$ cat config.mk
export PLATFORM = sky130hd
export DESIGN_NAME = gf2m_mul
export DESIGN_NICKNAME = d
export VERILOG_FILES = /design/src/rtl/gf2m_pkg.sv /design/src/rtl/gf_mac_step.sv /design/src/rtl/gf_mul_unrolled.sv /design/src/rtl/gf_mul_serial.sv /design/src/rtl/gf2m_mul.sv
export SDC_FILE = /design/constraint.sdc
export NUM_CORES = 1
export LEC_CHECK = 0
export CAP_MARGIN = 20
export CORE_MARGIN = 5
export CORE_UTILIZATION = 58
export DETAILED_ROUTE_END_ITERATION = 8
export PLACE_DENSITY_LB_ADDON = 0.25
export SETUP_SLACK_MARGIN = 0.3
export SLEW_MARGIN = 20
export SYNTH_ARGS = -nofsm -noshare
export SYNTH_HDL_FRONTEND = slang
export SYNTH_SLANG_ARGS = --single-unit
$ cat constraint.sdc
create_clock -name clk -period 2.9 [get_ports clk]
set_input_delay 0.725 -clock clk [delete_from_list [all_inputs] [get_ports clk]]
set_output_delay 0.725 -clock clk [all_outputs]
set_load 0.02 [all_outputs]
$ cat src/rtl/gf2m_pkg.sv
package gf2m_pkg;
  localparam int MAX_M = 233;
  typedef logic [MAX_M-1:0] wide_t;

  // Low-order terms of the reduction polynomial (x^m itself is implicit).
  function automatic wide_t tap_mask(input int m);
    wide_t t;
    t = '0;
    case (m)
      163: begin t[7] = 1'b1; t[6] = 1'b1; t[3] = 1'b1; t[0] = 1'b1; end
      233: begin t[74] = 1'b1; t[0] = 1'b1; end
      default: t[0] = 1'b1;
    endcase
    return t;
  endfunction

  // Multiply by x, with the overflow term folded back through the taps.
  function automatic wide_t times_x(input wide_t u, input int m);
    wide_t lowm;
    wide_t top;
    lowm = (wide_t'(1) << m) - wide_t'(1);
    top  = {MAX_M{u[m-1]}};
    return ((u << 1) & lowm) ^ (tap_mask(m) & top);
  endfunction
endpackage

$ cat src/rtl/gf_mac_step.sv
module gf_mac_step
  import gf2m_pkg::*;
#(
  parameter int FIELD_M = 163
) (
  input  logic [FIELD_M-1:0] acc_i,
  input  logic [FIELD_M-1:0] u_i,
  input  logic               vbit,
  output logic [FIELD_M-1:0] acc_o,
  output logic [FIELD_M-1:0] u_o
);
  localparam wide_t               TAPW = tap_mask(FIELD_M);
  localparam logic [FIELD_M-1:0] TAPS = TAPW[FIELD_M-1:0];

  // AND block 1 + XOR 1: conditional accumulate
  assign acc_o = acc_i ^ (u_i & {FIELD_M{vbit}});
  // shift + AND block 2 + XOR 2: multiply by x and reduce
  assign u_o   = {u_i[FIELD_M-2:0], 1'b0} ^ (TAPS & {FIELD_M{u_i[FIELD_M-1]}});
endmodule

$ cat src/rtl/gf_mul_unrolled.sv
module gf_mul_unrolled #(
  parameter int FIELD_M = 163
) (
  input  logic [FIELD_M-1:0] a,
  input  logic [FIELD_M-1:0] b,
  output logic [FIELD_M-1:0] z
);
  logic [FIELD_M-1:0] acc_c [FIELD_M+1];
  logic [FIELD_M-1:0] u_c   [FIELD_M];

  assign acc_c[0] = '0;
  assign u_c[0]   = a;

  for (genvar i = 0; i < FIELD_M; i++) begin : g_step
    if (i < FIELD_M - 1) begin : g_full
      gf_mac_step #(.FIELD_M(FIELD_M)) u_step (
        .acc_i(acc_c[i]),
        .u_i  (u_c[i]),
        .vbit (b[i]),
        .acc_o(acc_c[i+1]),
        .u_o  (u_c[i+1])
      );
    end else begin : g_last
      assign acc_c[i+1] = acc_c[i] ^ (u_c[i] & {FIELD_M{b[i]}});
    end
  end

  assign z = acc_c[FIELD_M];
endmodule

$ cat src/rtl/gf_mul_serial.sv
module gf_mul_serial #(
  parameter int FIELD_M = 163
) (
  input  logic               clk,
  input  logic               rst_n,
  input  logic               start,
  input  logic [FIELD_M-1:0] a,
  input  logic [FIELD_M-1:0] b,
  output logic [FIELD_M-1:0] prod,
  output logic               busy,
  output logic               done
);
  localparam int CW = $clog2(FIELD_M);

  logic [FIELD_M-1:0] acc_q, u_q, v_q;
  logic [FIELD_M-1:0] acc_n, u_n;
  logic [CW-1:0]      cnt_q;
  logic               accept, last_step;

  assign accept    = start && !busy;
  assign last_step = busy && (cnt_q == CW'(FIELD_M - 1));

  gf_mac_step #(.FIELD_M(FIELD_M)) u_step (
    .acc_i(acc_q),
    .u_i  (u_q),
    .vbit (v_q[0]),
    .acc_o(acc_n),
    .u_o  (u_n)
  );

  always_ff @(posedge clk) begin
    if (!rst_n) begin
      acc_q <= '0; u_q <= '0; v_q <= '0; cnt_q <= '0;
      prod  <= '0; busy <= 1'b0; done <= 1'b0;
    end else begin
      done <= 1'b0;
      if (accept) begin
        acc_q <= '0;
        u_q   <= a;
        v_q   <= b;
        cnt_q <= '0;
        busy  <= 1'b1;
      end else if (busy) begin
        acc_q <= acc_n;
        u_q   <= u_n;
        v_q   <= v_q >> 1;
        cnt_q <= cnt_q + 1'b1;
        if (last_step) begin
          busy <= 1'b0;
          done <= 1'b1;
          prod <= acc_n;
        end
      end
    end
  end

  AST_CNT_FRESH: assert property (@(posedge clk) disable iff (!rst_n)
    $rose(busy) |-> cnt_q == '0);
  AST_NO_EARLY_DONE: assert property (@(posedge clk) disable iff (!rst_n)
    (busy && !last_step) |=> (busy && !done));
  AST_DONE_IDLE: assert property (@(posedge clk) disable iff (!rst_n)
    done |-> !busy);
  AST_BUSY_START_IGNORED: assert property (@(posedge clk) disable iff (!rst_n)
    (busy && start && !last_step) |=> cnt_q == $past(cnt_q) + 1'b1);
endmodule

$ cat src/rtl/gf2m_mul.sv
module gf2m_mul #(
  parameter int FIELD_M     = 163,
  parameter bit SERIAL_FORM = 1'b1,
  parameter bit SQUARE_ONLY = 1'b0
) (
  input  logic               clk,
  input  logic               rst_n,
  input  logic               start,
  input  logic [FIELD_M-1:0] op_a,
  input  logic [FIELD_M-1:0] op_b,
  output logic [FIELD_M-1:0] prod,
  output logic               busy,
  output logic               done
);
  logic [FIELD_M-1:0] b_eff;

  if (SQUARE_ONLY) begin : g_sq
    assign b_eff = op_a;
  end else begin : g_mul
    assign b_eff = op_b;
  end

  if (SERIAL_FORM) begin : g_serial
    gf_mul_serial #(.FIELD_M(FIELD_M)) u_core (
      .clk(clk), .rst_n(rst_n), .start(start),
      .a(op_a), .b(b_eff), .prod(prod), .busy(busy), .done(done)
    );
  end else begin : g_unrolled
    logic [FIELD_M-1:0] z_comb;
    logic [FIELD_M-1:0] prod_q;
    logic               done_q;

    gf_mul_unrolled #(.FIELD_M(FIELD_M)) u_core (
      .a(op_a), .b(b_eff), .z(z_comb)
    );

    always_ff @(posedge clk) begin
      if (!rst_n) begin
        prod_q <= '0;
        done_q <= 1'b0;
      end else begin
        done_q <= start;
        if (start) prod_q <= z_comb;
      end
    end

    assign prod = prod_q;
    assign done = done_q;
    assign busy = 1'b0;

    AST_ONE_CYCLE: assert property (@(posedge clk) disable iff (!rst_n)
      start |=> done);
  end

  AST_DONE_PULSE: assert property (@(posedge clk) disable iff (!rst_n)
    (done && !start) |=> !done);
  AST_PROD_HOLD: assert property (@(posedge clk) disable iff (!rst_n)
    !done |-> $stable(prod));
endmodule

==> qor.csv <==
metric,value,unit
simple-gate share of the synthesized area,0.110,
syn nets,3408,
Syn Inst Count,3077,
Hold Crit Class,register to register,
final worst slack,490,ps
row count,84,
Iteration-0 DRC Markers,1575,
grt ovf,0,
Tot Pwr,20.9,mW
post-DP HPWL,53.9,mm
first-pass GRT wire length,128,mm
Yosys reg bits,662,
synthesis warning total,0,
Adder-Cell Fraction of Synth Area,0.000815,
Final Setup Violations,0,
Initial DRT Pass Iterations,5,
initial antenna violation count,11,
DIE WIDTH,240,microns
core area,52600,sq um
GRT Total Usage,0.271,
Top delay family on crit path,buffers and inverters,
Least-Margin Pin Slew,1080,ps
clock tree root driver cell,clkbuf_16,
Reg2Reg Capture Point,g_serial.u_core.prod[29]$_SDFFE_PN0P_,
worst hold margin,490,ps
Worst setup SP type,register,
crit path DAT,1690,ps
H-Tree Level Count,3,
vias in the first global route,24164,
die area,57700,sq um
share of layout cells above drive strength 1,0.187,
clk buf depth,3,
Final Net Count,3781,
I/O pins,494,
Die Height,240,microns
"Avg Cell Area, Syn",9.98,sq um
max-slew violations,0,
crit path buf inv count,1,
Netlist cell types,28,
"CTS clk-pin slew, worst paths",60,ps
PortBufs,493,
Hold Crit Endpoint,g_serial.u_core.v_q[140]$_SDFFE_PN0P_,
power density cells,544,nW/um^2
vias per cell,5.61,
xor and xnor area share after synthesis,0.0950,
main combinational cell family by area after synthesis,multiplexers,
fmax,415,MHz
Worst path max stage delay,750,ps
min-delay src,g_serial.u_core.v_q[141]$_SDFFE_PN0P_,
post-cts sizing count,0,
reg2reg setup slack,670,ps
vias,23529,
Compound-Gate Fraction of Synth Area,0.0953,
hold path cells,2,
post-synthesis sequential area ratio,0.431,
dpl ws,435,ps
ANT nets after route,0,
Slew headroom,0.281,
clk_skew,14.0,ps
Post-CTS Hold Buffers,0,
CP cell instances,clkdlybuf4s50_1,
Skew-Pair Late Insertion Delay,600,ps
Max-cap violations,0,
Post-CTS Setup Repair Bufs,0,
Worst Setup Path Type,register to output port,
post-synthesis mux area share,0.223,
Synth Cell Area,30700,sq um
largest net degree at the start of global routing,165,
depth of the most critical reg-to-reg path,6,
Fin Setup TNS,0,ps
CTS tree,yes,
most frequent cells in the layout,"dfxtp_1 (660), clkdlybuf4s50_1 (492), nor2_1 (491)",
CP max FO,2,
routability cong.,0.894,
leak pwr,14.1,nW
"most common cell after layout, fill and taps aside",dfxtp_1,
overall routed net length,81.2,mm
Max IR drop VDD,444,uV
initial core utilization,0.584,
CTS sink cnt,662,
status,completed,
Crit path required time,2170,ps
Syn-to-layout area delta,24.9,%
fin crit share,0.831,
FF-to-FF Start,g_serial.u_core.cnt_q[0]$_SDFFE_PP0P_,
CP Capture Type,output port,
min cycle time layout,2410,ps
Final Hold Fails,0,
TritonCTS Buffers,70,
RSZ-0062 raised after global routing,no,
per-cell routed wire length,19.4,microns
drt drc,0,
Slowest cell on crit path,clkdlybuf4s50_1,
-- through the flow --
| step | cell area (sq um) | utilization | std cells |
|---|---|---|---|
| after detailed placement | 36000 | 0.686 | 4066 |
| final | 38400 | 0.730 | 4196 |
| after floorplan | 30700 | - | 3077 |
| after global placement | 36000 | 0.686 | 4066 |
| after global routing | 38300 | 0.729 | 4189 |
| after CTS | 38300 | 0.729 | 4188 |
-- cells in the mapped netlist --
| cell type | number | area share |
|---|---|---|
| nand3_1 | 165 | 0.027 |
| and2_4 | 1 | 0.00029 |
| mux2i_1 | 323 | 0.11 |
| a211oi_1 | 11 | 0.0027 |
| buf_2 | 144 | 0.023 |
| o21ai_0 | 4 | 0.00065 |
| buf_6 | 20 | 0.0073 |
| nor2_1 | 491 | 0.060 |
| nor2b_1 | 3 | 0.00061 |
| buf_4 | 10 | 0.0024 |
| and3_1 | 1 | 0.00020 |
| nand2_1 | 165 | 0.020 |
| mux2_2 | 322 | 0.12 |
| dfxtp_1 | 662 | 0.43 |
| inv_1 | 3 | 0.00037 |
| buf_1 | 2 | 0.00024 |
| nand4_1 | 3 | 0.00061 |
| a21oi_1 | 166 | 0.027 |
| xor2_1 | 329 | 0.094 |
| a211oi_2 | 159 | 0.065 |
| and4bb_4 | 1 | 0.00053 |
| and4bb_2 | 1 | 0.00041 |
| nor3_1 | 1 | 0.00016 |
| or3_1 | 3 | 0.00061 |
| o21ai_1 | 1 | 0.00016 |
| clkbuf_1 | 80 | 0.0098 |
| xnor2_1 | 4 | 0.0011 |
| ha_1 | 2 | 0.00081 |
-- flip-flops by register name, indices dropped and copies added (netlist names) --
signal / cells
g_serial.u_core.done: 1
g_serial.u_core.u_q: 163
g_serial.u_core.prod: 163
g_serial.u_core.v_q: 163
g_serial.u_core.acc_q: 163
g_serial.u_core.cnt_q: 8
g_serial.u_core.busy: 1
-- area by class of cell --
| type | instances | area (sq um) |
|---|---|---|
| repair buffers | 557 | 5770 |
| diodes | 8 | 20.0 |
| multi-input cells | 2156 | 16100 |
| inverters | 3 | 18.8 |
| well taps | 688 | 861 |
| clock buffers | 111 | 2140 |
| flip-flops and latches | 662 | 13300 |
| clock inverters | 11 | 145 |
| fillers | 3644 | 14200 |
-- routing by layer --
metal | vias up | routed length (microns) | global-route usage
met2 | 629 | 39700 | 0.459
met5 | - | 100 | 0
met3 | 179 | 5850 | 0.0780
li1 | 11248 | - | -
met1 | 11461 | 32900 | 0.333
met4 | 12 | 2630 | 0.0899
-- where the power goes --
group	switching [mW]	leakage (nW)	internal, mW
registers	0.265	5.39	9.41
clock network	3.62	1.12	5.32
logic	1.03	7.54	1.21
total	4.91	14.1	15.9
-- worst register-to-register path, stage by stage (launching register included) --
cell and delay (ps):
dfxtp_1 350, inv_1 80, ha_1 160, and4bb_4 260, buf_12 490, a21oi_1 550, a211oi_2 260
-- cells by family (layout without fill, tap and decap cells) --
family,count (synthesis),count (layout)
buf+inv,259,682
mux,645,645
xor+xnor,333,333
other cells,0,8
simple gates,835,835
flops,662,662
fa+ha+maj,2,2
compound gates,341,341
-- worst max path at each step --
stage / slack, ps / from / to / cells after the start
global route: 420 / g_serial.u_core.prod[0]$_SDFFE_PN0P_ / prod[0] / 1
detailed placement: 430 / rst_n / g_serial.u_core.v_q[25]$_SDFFE_PN0P_ / 4
finish: 490 / g_serial.u_core.prod[0]$_SDFFE_PN0P_ / prod[0] / 1
CTS: 450 / g_serial.u_core.prod[0]$_SDFFE_PN0P_ / prod[0] / 1
global placement: 470 / rst_n / g_serial.u_core.v_q[6]$_SDFFE_PN0P_ / 4
floorplan: 1060 / start / g_serial.u_core.v_q[152]$_SDFFE_PN0P_ / 6
Note: power is estimated with default switching activity, not from simulation.
